--- src/rtl/spi_seq_pkg.sv ---
package spi_seq_pkg;

  typedef enum logic [1:0] {
    XM_DUPLEX  = 2'd0,
    XM_RX_ONLY = 2'd1,
    XM_TX_ONLY = 2'd2,
    XM_BAD     = 2'd3
  } xfer_mode_e;

  // status word bit positions
  localparam int ST_RXF = 0;
  localparam int ST_TXE = 1;
  localparam int ST_EOT = 2;
  localparam int ST_W   = 3;

  // configuration word fields
  localparam int CFG_W       = 23;
  localparam int CF_WL_LSB   = 7;
  localparam int CF_WL_W     = 5;
  localparam int CF_MODE_LSB = 12;
  localparam int CF_TXDMA    = 14;
  localparam int CF_RXDMA    = 15;
  localparam int CF_TURBO    = 19;
  localparam int CF_FORCE    = 20;

  localparam logic [CFG_W-1:0] CFG_RST = 23'h060000;
  localparam logic [ST_W-1:0]  ST_RST  = 3'b010;

endpackage

--- src/rtl/spi_seq_shift.sv ---
module spi_seq_shift #(
  parameter int DATA_W  = 32,
  parameter int CLK_DIV = 2,
  parameter int LEN_W   = $clog2(DATA_W) + 1
) (
  input  logic              clk,
  input  logic              rst_n,
  input  logic              start_i,
  input  logic              wire_i,
  input  logic [DATA_W-1:0] word_i,
  input  logic [LEN_W-1:0]  len_i,
  input  logic              miso_i,
  output logic              busy_o,
  output logic              sclk_o,
  output logic              mosi_o,
  output logic              done_o,
  output logic              capt_o,
  output logic [DATA_W-1:0] rx_word_o
);
  localparam int DIV_W = (CLK_DIV > 1) ? $clog2(CLK_DIV) : 1;

  logic              busy_q, busy_d;
  logic              sclk_q, sclk_d;
  logic              wire_q, wire_d;
  logic [DIV_W-1:0]  div_q, div_d;
  logic [LEN_W-1:0]  cnt_q, cnt_d;
  logic [DATA_W-1:0] tsh_q, tsh_d;
  logic [DATA_W-1:0] rsh_q, rsh_d;
  logic              tick, last;

  assign tick = (div_q == DIV_W'(CLK_DIV - 1));
  assign last = sclk_q && tick && (cnt_q == LEN_W'(1));

  always_comb begin
    busy_d = busy_q;
    sclk_d = sclk_q;
    wire_d = wire_q;
    div_d  = div_q;
    cnt_d  = cnt_q;
    tsh_d  = tsh_q;
    rsh_d  = rsh_q;
    if (start_i) begin
      busy_d = 1'b1;
      wire_d = wire_i;
      div_d  = '0;
      cnt_d  = len_i;
      sclk_d = 1'b0;
      tsh_d  = word_i << (LEN_W'(DATA_W) - len_i);
      rsh_d  = '0;
    end else if (busy_q) begin
      if (!wire_q) begin
        busy_d = 1'b0;
      end else begin
        div_d = tick ? '0 : div_q + DIV_W'(1);
        if (tick) begin
          if (!sclk_q) begin
            sclk_d = 1'b1;
            rsh_d  = {rsh_q[DATA_W-2:0], miso_i};
          end else begin
            sclk_d = 1'b0;
            tsh_d  = tsh_q << 1;
            cnt_d  = cnt_q - LEN_W'(1);
            if (cnt_q == LEN_W'(1)) busy_d = 1'b0;
          end
        end
      end
    end
  end

  always_ff @(posedge clk or negedge rst_n) begin
    if (!rst_n) begin
      busy_q <= 1'b0;
      sclk_q <= 1'b0;
      wire_q <= 1'b0;
      div_q  <= '0;
      cnt_q  <= '0;
      tsh_q  <= '0;
      rsh_q  <= '0;
    end else begin
      busy_q <= busy_d;
      sclk_q <= sclk_d;
      wire_q <= wire_d;
      div_q  <= div_d;
      cnt_q  <= cnt_d;
      tsh_q  <= tsh_d;
      rsh_q  <= rsh_d;
    end
  end

  assign busy_o    = busy_q;
  assign sclk_o    = sclk_q;
  assign mosi_o    = busy_q && wire_q && tsh_q[DATA_W-1];
  assign done_o    = busy_q && (!wire_q || last);
  assign capt_o    = busy_q && wire_q && last;
  assign rx_word_o = rsh_q;
endmodule

--- src/rtl/spi_seq_flags.sv ---
module spi_seq_flags
  import spi_seq_pkg::*;
(
  input  logic            clk,
  input  logic            rst_n,
  input  logic            en_i,
  input  xfer_mode_e      mode_i,
  input  logic            turbo_i,
  input  logic            txdma_i,
  input  logic            rxdma_i,
  input  logic [ST_W-1:0] stat_i,
  output logic            tx_dreq_o,
  output logic            rx_dreq_o,
  output logic            tx_evt_o,
  output logic            rx_evt_o
);
  logic tx_ready, rx_ready, rx_live;
  logic tx_live_q, rx_live_q;

  assign tx_ready = en_i && stat_i[ST_TXE] && (mode_i != XM_RX_ONLY);
  assign rx_ready = en_i && stat_i[ST_RXF] && (mode_i != XM_TX_ONLY);
  assign rx_live  = rx_ready && !turbo_i;

  assign tx_dreq_o = tx_ready && txdma_i;
  assign rx_dreq_o = rx_ready && rxdma_i;

  always_ff @(posedge clk or negedge rst_n) begin
    if (!rst_n) begin
      tx_live_q <= 1'b0;
      rx_live_q <= 1'b0;
    end else begin
      tx_live_q <= tx_ready;
      rx_live_q <= rx_live;
    end
  end

  assign tx_evt_o = tx_ready && !tx_live_q;
  assign rx_evt_o = rx_live && !rx_live_q;
endmodule

--- src/rtl/spi_chan_seq.sv ---
module spi_chan_seq
  import spi_seq_pkg::*;
#(
  parameter int DATA_W  = 32,
  parameter int CLK_DIV = 2
) (
  input  logic              clk,
  input  logic              rst_n,
  input  logic              single_mode_i,
  input  logic              wr_cfg_i,
  input  logic              wr_ctrl_i,
  input  logic              wr_tx_i,
  input  logic              rd_rx_i,
  input  logic [DATA_W-1:0] wdata_i,
  output logic [CFG_W-1:0]  cfg_o,
  output logic [ST_W-1:0]   status_o,
  output logic              en_o,
  output logic [DATA_W-1:0] tx_data_o,
  output logic [DATA_W-1:0] rx_data_o,
  output logic              busy_o,
  output logic              sclk_o,
  output logic              mosi_o,
  input  logic              miso_i,
  output logic              tx_dreq_o,
  output logic              rx_dreq_o,
  output logic              tx_empty_evt_o,
  output logic              rx_full_evt_o
);
  localparam int LEN_W = $clog2(DATA_W) + 1;

  logic [CFG_W-1:0]  cfg_q, cfg_d;
  logic              en_q, en_d;
  logic [ST_W-1:0]   st_q, st_d;
  logic [DATA_W-1:0] tx_q, tx_d, rx_q, rx_d;
  logic              pend_q, pend_d;

  logic              busy, done, capt, stall, start, trig, wire_en;
  logic [DATA_W-1:0] rx_word;
  logic [LEN_W-1:0]  len;
  xfer_mode_e        mode;

  assign mode    = xfer_mode_e'(cfg_q[CF_MODE_LSB +: 2]);
  assign len     = LEN_W'(cfg_q[CF_WL_LSB +: CF_WL_W]) + LEN_W'(1);
  assign stall   = (st_q[ST_TXE] && mode != XM_RX_ONLY) ||
                   (st_q[ST_RXF] && mode != XM_TX_ONLY && !cfg_q[CF_TURBO]);
  assign start   = pend_q && !busy && en_q && !stall;
  assign trig    = wr_tx_i || rd_rx_i || (wr_ctrl_i && wdata_i[0] && !en_q);
  assign wire_en = !single_mode_i || cfg_q[CF_FORCE];

  always_comb begin
    cfg_d  = cfg_q;
    en_d   = en_q;
    st_d   = st_q;
    tx_d   = tx_q;
    rx_d   = rx_q;
    pend_d = trig || (pend_q && busy);
    if (wr_cfg_i)  cfg_d = wdata_i[CFG_W-1:0];
    if (wr_ctrl_i) en_d  = wdata_i[0];
    if (start)     st_d[ST_EOT] = 1'b0;
    if (rd_rx_i)   st_d[ST_RXF] = 1'b0;
    if (done) begin
      st_d[ST_EOT] = 1'b1;
      st_d[ST_TXE] = 1'b1;
      if (mode != XM_TX_ONLY) st_d[ST_RXF] = 1'b1;
      tx_d = '0;
    end
    if (wr_tx_i) begin
      st_d[ST_TXE] = 1'b0;
      tx_d         = wdata_i;
    end
    if (capt) rx_d = rx_word;
  end

  always_ff @(posedge clk or negedge rst_n) begin
    if (!rst_n) begin
      cfg_q  <= CFG_RST;
      en_q   <= 1'b0;
      st_q   <= ST_RST;
      tx_q   <= '0;
      rx_q   <= '0;
      pend_q <= 1'b0;
    end else begin
      cfg_q  <= cfg_d;
      en_q   <= en_d;
      st_q   <= st_d;
      tx_q   <= tx_d;
      rx_q   <= rx_d;
      pend_q <= pend_d;
    end
  end

  spi_seq_shift #(
    .DATA_W (DATA_W),
    .CLK_DIV(CLK_DIV),
    .LEN_W  (LEN_W)
  ) u_shift (
    .clk      (clk),
    .rst_n    (rst_n),
    .start_i  (start),
    .wire_i   (wire_en),
    .word_i   (tx_q),
    .len_i    (len),
    .miso_i   (miso_i),
    .busy_o   (busy),
    .sclk_o   (sclk_o),
    .mosi_o   (mosi_o),
    .done_o   (done),
    .capt_o   (capt),
    .rx_word_o(rx_word)
  );

  spi_seq_flags u_flags (
    .clk      (clk),
    .rst_n    (rst_n),
    .en_i     (en_q),
    .mode_i   (mode),
    .turbo_i  (cfg_q[CF_TURBO]),
    .txdma_i  (cfg_q[CF_TXDMA]),
    .rxdma_i  (cfg_q[CF_RXDMA]),
    .stat_i   (st_q),
    .tx_dreq_o(tx_dreq_o),
    .rx_dreq_o(rx_dreq_o),
    .tx_evt_o (tx_empty_evt_o),
    .rx_evt_o (rx_full_evt_o)
  );

  assign cfg_o     = cfg_q;
  assign status_o  = st_q;
  assign en_o      = en_q;
  assign tx_data_o = tx_q;
  assign rx_data_o = rx_q;
  assign busy_o    = busy;
endmodule

--- config.mk ---
export PLATFORM = sky130hd
export DESIGN_NAME = spi_chan_seq
export DESIGN_NICKNAME = d
export VERILOG_FILES = /design/src/rtl/spi_seq_pkg.sv /design/src/rtl/spi_seq_shift.sv /design/src/rtl/spi_seq_flags.sv /design/src/rtl/spi_chan_seq.sv
export SDC_FILE = /design/constraint.sdc
export NUM_CORES = 1
export LEC_CHECK = 0
export BUFFER_PORTS_ARGS = -buffer_cell sky130_fd_sc_hd__clkbuf_2
export CAP_MARGIN = 5
export CORE_MARGIN = 2
export CORE_UTILIZATION = 60
export CTS_CLUSTER_SIZE = 8
export DETAILED_ROUTE_END_ITERATION = 6
export GPL_TIMING_DRIVEN = 1
export PLACE_DENSITY = 0.84
export SYNTH_ARGS = -nofsm -noshare
export SYNTH_HDL_FRONTEND = slang
export SYNTH_HIERARCHICAL = 1
export SYNTH_SLANG_ARGS = --single-unit
--- constraint.sdc ---
create_clock -name clk -period 8.8 [get_ports clk]
set_clock_uncertainty 0.15 [all_clocks]
set_input_delay 1.32 -clock clk [delete_from_list [all_inputs] [get_ports clk]]
set_output_delay 1.32 -clock clk [all_outputs]
set_load 0.05 [all_outputs]
Yosys cells after proc, flatten, opt, wreduce, memory -nomap -nowiden
Cells that the tools add are included.
{"block": "word_totals", "in_bits": 40, "output_inout_bits": 98, "ff_bits": 168}
{"block": "op_classes", "add_sub_neg": 4, "shifts": 1, "n_eq_ne": 4, "muxes": 37, "reduce_logical": 48}
{"operator": "two-way mux 32 bit", "n": 12}
{"operator": "<< shifter 32 x 6 -> 32 bit", "n": 1}
{"operator": "two-way mux 6 bit", "n": 5}
{"operator": "logical AND 1 bit", "n": 24}
{"operator": "two-way mux 1 bit", "n": 19}
{"operator": "nonzero test 2 bit", "n": 6}
{"operator": "logical NOT 1 bit", "n": 8}
{"operator": "AND reduction 4 bit", "n": 2}
{"operator": "adder 5 x 1 -> 6 bit, second input constant", "n": 1}
{"operator": "== test 6 x 1 -> 1 bit, second input constant", "n": 1}
{"operator": "logical OR 1 bit", "n": 6}
{"operator": "subtractor 6 x 1 -> 6 bit, second input constant", "n": 1}
{"operator": "subtractor 6 bit, first input constant", "n": 1}
{"operator": "!= test 2 bit, second input constant", "n": 2}
{"operator": "two-way mux 3 bit", "n": 1}
{"operator": "AND reduction 3 bit", "n": 1}
{"operator": "!= test 2 x 1 -> 1 bit, second input constant", "n": 1}
{"operator": "AND reduction 2 bit", "n": 1}
{"operator": "adder 1 bit, second input constant", "n": 1}

Depth between registers and ports, before layout
{"block": "depth", "depth_word": 9, "depth_mapped": 14, "depth_no_buf": 8}

Hierarchy
Netlist, hierarchy kept.
{"module": "spi_seq_shift", "seq_area_each_um2": 1851.8, "area_each_um2": 5190.0, "cells_per_inst": 558, "instances": 1}
{"module": "spi_chan_seq", "seq_area_each_um2": 2306.0, "area_each_um2": 3523.4, "cells_per_inst": 225, "instances": 1}
{"module": "spi_seq_flags", "seq_area_each_um2": 50.0, "area_each_um2": 122.6, "cells_per_inst": 12, "instances": 1}

Worst setup path after synthesis
Ideal clock, no wire load.
{"block": "synth_timing", "path_type": "flip-flop to output port", "from": "reg cfg_q[13], in the netlist cfg_o[13]", "to": "out tx_empty_evt_o", "stages_incl_launch_ff": 3, "path_slack_ps": 5242, "t_required_ps": 7330, "arrival_ps": 2088, "path_cell_list": "dfrtp_1 inv_1 a211oi_1"}
{"block": "synth_via", "elab_chain_cells": 3}
{"element": "from (decl)", "line_no": "spi_chan_seq.sv:31", "rtl": "logic [CFG_W-1:0] cfg_q, cfg_d;"}
{"element": "from (signal assigned)", "line_no": "spi_chan_seq.sv:83", "rtl": "cfg_q <= cfg_d;"}
{"element": "!= test 2 x 1 -> 1 bit", "line_no": "spi_seq_flags.sv:20", "rtl": "assign tx_ready = en_i && stat_i[ST_TXE] && (mode_i != XM_RX_ONLY);"}
{"element": "logical AND 1 bit", "line_no": "spi_seq_flags.sv:20"}
{"element": "logical AND 1 bit", "line_no": "spi_seq_flags.sv:37", "rtl": "assign tx_evt_o = tx_ready && !tx_live_q;"}
{"element": "to (decl)", "line_no": "spi_chan_seq.sv:26", "rtl": "output logic tx_empty_evt_o,"}
No other way between the ends.

Final worst setup path
{"block": "layout_timing", "from": "reg cfg_q[7], in the netlist cfg_o[7]", "to": "reg u_shift.tsh_q[28]"}
{"block": "layout_via", "elab_chain_cells": 4}
{"element": "adder 5 x 1 -> 6 bit", "line_no": "spi_chan_seq.sv:43", "rtl": "assign len = LEN_W'(cfg_q[CF_WL_LSB +: CF_WL_W]) + LEN_W'(1);"}
{"element": "net len[0]", "line_no": "spi_chan_seq.sv:39", "rtl": "logic [LEN_W-1:0] len;"}
{"element": "subtractor 6 bit", "line_no": "spi_seq_shift.sv:48", "rtl": "tsh_d = word_i << (LEN_W'(DATA_W) - len_i);"}
{"element": "<< shifter 32 x 6 -> 32 bit", "line_no": "spi_seq_shift.sv:48"}
{"element": "two-way mux 32 bit", "line_no": "spi_seq_shift.sv:42", "rtl": "if (start_i) begin"}
{"element": "to (signal assigned)", "line_no": "spi_seq_shift.sv:85", "rtl": "tsh_q <= tsh_d;"}
{"element": "to (decl)", "line_no": "spi_seq_shift.sv:27", "rtl": "logic [DATA_W-1:0] tsh_q, tsh_d;"}
The timed path passes the listed nets, and every way through them passes these cells.
A chain may end at the register's enable or synchronous reset.

==> summary.md <==
| Metric | Value |
|---|---|
| Outcome | `finished, final reports clean` |
| Clk slew on worst S/H paths | `0.07 ns` |
| Detail Route Antenna Nets | `0` |
| Syn Nets | `839` |
| Clk sink count | `168` |
| Die Height | `125.4 microns` |
| First-pass GRT wire length | `35.58 mm` |
| Max Freq | `241.0 MHz` |
| Fillcell total | `986` |
| Reg2reg start | `cfg_o[7]$_DFFE_PN0P_` |
| Post-cts resize count | `0` |
| Worst Reg-to-Reg Cells | `10` |
| TritonRoute pass-1 iters | `5` |
| Post-synthesis async set-or-reset flop share | `1.000` |
| R2r setup slk | `4.65 ns` |
| Core area | `14480 sq um` |
| Core Rows | `44` |
| H-Tree Depth | `4` |
| Nets | `946` |
| First DRT Iteration DRCs | `673` |
| Crit-path max FO | `44` |
| Hold WS | `0.3517 ns` |
| Hold-fix buffers, CTS | `0` |
| PD cells | `284.1 nW/um^2` |
| Register area share after synthesis | `0.4762` |
| Most frequent cells in the layout | `dfrtp_1, clkbuf_2, nand2_1` |
| Hold endpoint | `u_shift/tsh_q[1]$_DFFE_PN0P_` |
| Post-layout min period | `4.149 ns` |
| Wirelength, routed | `21.90 mm` |
| Crit path DAT | `4.31 ns` |
| FF+latch count, synth | `168` |
| Final hold vios | `0` |
| Main flop type after synthesis | `dfrtp_1` |
| Clock buffer count from CTS | `17` |
| Largest net degree at the start of global routing | `89` |
| R2r endpoint | `u_shift/tsh_q[28]$_DFFE_PN0P_` |
| Clk root buf | `clkbuf_16` |
| WL/cell | `19.93 microns` |
| PortBufs | `137` |
| Worst hold path stage count | `2` |
| Starting Density | `0.6103` |
| Post-CTS setup buffer count | `0` |
| Clk Latency, worst-skew pair | `0.43 ns` |
| Die width | `125.4 microns` |
| Global placement routability congestion | `0.9380` |
| DRC violations left | `0` |
| Mapped cell area | `8836 sq um` |
| RSZ-0062 raised after global routing | `false` |
| Cells after Synth | `795` |
| Largest vdd supply drop | `0.2269 mV` |
| CP Capture Type | `register` |
| Type of origin of the critical path | `register` |
| Fin Setup TNS | `0 ns` |
| Slew @ Worst Pin | `1.103 ns` |
| DP HPWL | `14.57 mm` |
| Synthesized area per cell | `11.11 sq um` |
| CP required | `8.96 ns` |
| Vias | `6942` |
| Final Power | `2874 uW` |
| Vias per cell | `6.317` |
| DIE AREA | `15710 sq um` |
| Total grt overflow | `0` |
| GRT Util Overall | `0.2843` |
| Layout Utilization | `0.6988` |
| Worst min-delay path class | `register to register` |
| Finish-stage setup viols | `0` |
| Total of warnings raised by yosys | `6` |
| Most common cell after layout, fill and taps aside | `dfrtp_1` |
| Number of flops mapped to enable cells by yosys | `0` |
| WS Path Type | `register to register` |
| Antenna diodes | `0` |
| Static leakage power | `0.004593 uW` |
| Hold Startpoint | `u_shift/tsh_q[1]$_DFFE_PN0P_` |
| CTS max path bufs | `2` |
| CTS tree | `yes` |
| Fin crit share | `0.4715` |
| Max_slew headroom | `0.2648` |
| Number of global-route vias before repair | `6570` |
| Slew Viols, Final | `0` |
| Max Cap Violations | `0` |
| P&R area growth vs syn | `14.50%` |
| Synth unique cells | `76` |
| Top Ports | `138` |
| Initial antenna violation count | `0` |
| Share of cells above drive strength 1 | `0.3333` |
[layout make-up]
type	count	area [sq um]	share of cell area
clock buffers	17	425.4	0.04205
clock inverters	15	214.0	0.02115
inverters	13	48.80	0.004823
multi-input cells	555	4224	0.4175
flip-flops and latches	168	4208	0.4159
well taps	184	230.2	0.02276
repair buffers	147	767.0	0.07581
[worst max path at each step]
stage,start,endpoint,slack [ns]
2_1_floorplan,cfg_o[13]$_DFFE_PN0P_,tx_empty_evt_o,5.24
3_3_place_gp,cfg_o[7]$_DFFE_PN0P_,u_shift/tsh_q[21]$_DFFE_PN0P_,4.89
3_5_place_dp,cfg_o[7]$_DFFE_PN0P_,u_shift/tsh_q[28]$_DFFE_PN0P_,4.76
4_1_cts,cfg_o[7]$_DFFE_PN0P_,u_shift/tsh_q[28]$_DFFE_PN0P_,4.66
5_1_grt,cfg_o[7]$_DFFE_PN0P_,u_shift/tsh_q[28]$_DFFE_PN0P_,4.42
6_report,cfg_o[7]$_DFFE_PN0P_,u_shift/tsh_q[28]$_DFFE_PN0P_,4.65
[state kept, by name (all words and copies together), names as in the netlist]
name	flops
pend_q	1
u_shift/wire_q	1
cfg_o	23
u_flags/rx_live_q	1
u_shift/busy_o	1
u_flags/tx_live_q	1
u_shift/cnt_q	6
u_shift/div_q	1
u_shift/sclk_o	1
rx_data_o	32
u_shift/rx_word_o	32
u_shift/tsh_q	32
tx_data_o	32
status_o	3
en_o	1
[per-layer routing]
layer	vias to the layer above	GRT usage	wire (microns)
li1	3112	-	-
met3	42	0.06461	1782
met4	0	0.1020	514
met1	3447	0.3991	9143
met2	341	0.4412	10460
met5	-	0	0
[power breakdown]
part	switching (uW)	internal, uW	leakage (uW)	total (uW)
Combinational	661	372	0.00214	1030
Clock	385	397	0.000307	782
Sequential	144	915	0.00214	1060
Total	1190	1680	0.00459	2870
[critical path, stage by stage, from the launching register on]
cell and delay [ns]:
dfrtp_1 0.44, inv_2 0.06, buf_4 0.51, inv_1 0.20, ha_1 0.89, buf_4 0.43
mux4_2 0.41, mux2_2 0.32, mux2_2 0.29, a21oi_1 0.21, a21oi_1 0.10
[logic make-up after synthesis]
family,after synthesis,share of synthesized area
fa+ha+maj,4,0.005664
buf+inv,72,0.04843
simple gates,233,0.1214
xor+xnor,10,0.01076
flops,168,0.4762
mux,119,0.1866
compound gates,189,0.1510
[Yosys cell counts, types with 5 or more instances]
cell      number  share of area
o21ai_0       15         0.0085
dfrtp_1      165           0.47
nand2_1       97          0.041
mux2i_1       20          0.023
o22a_1         5         0.0050
o22ai_1        6         0.0042
o21a_1         7         0.0059
clkbuf_1      22         0.0093
nand3_1       10         0.0057
mux2_2        68          0.087
o21bai_1       5         0.0042
nor2_1        86          0.037
o211ai_1       8         0.0068
xor2_1         5         0.0050
a21oi_1       54          0.031
a31oi_1       11         0.0078
buf_6          8          0.010
buf_2         11         0.0062
buf_4         11         0.0093
nand2b_1       6         0.0042
a211oi_1      11         0.0093
mux4_2        29          0.074
a22o_1        32          0.032
inv_1         12         0.0051
[through the flow]
step           worst slack, ns  area (sq um)  instances
2_1_floorplan            5.242          8836        795
3_3_place_gp             4.885          9478       1067
3_5_place_dp             4.763          9478       1067
4_1_cts                  4.663         10120       1099
5_1_grt                  4.425         10120       1099
6_report                 4.651         10120       1099
(Power assumes the default switching activity.)
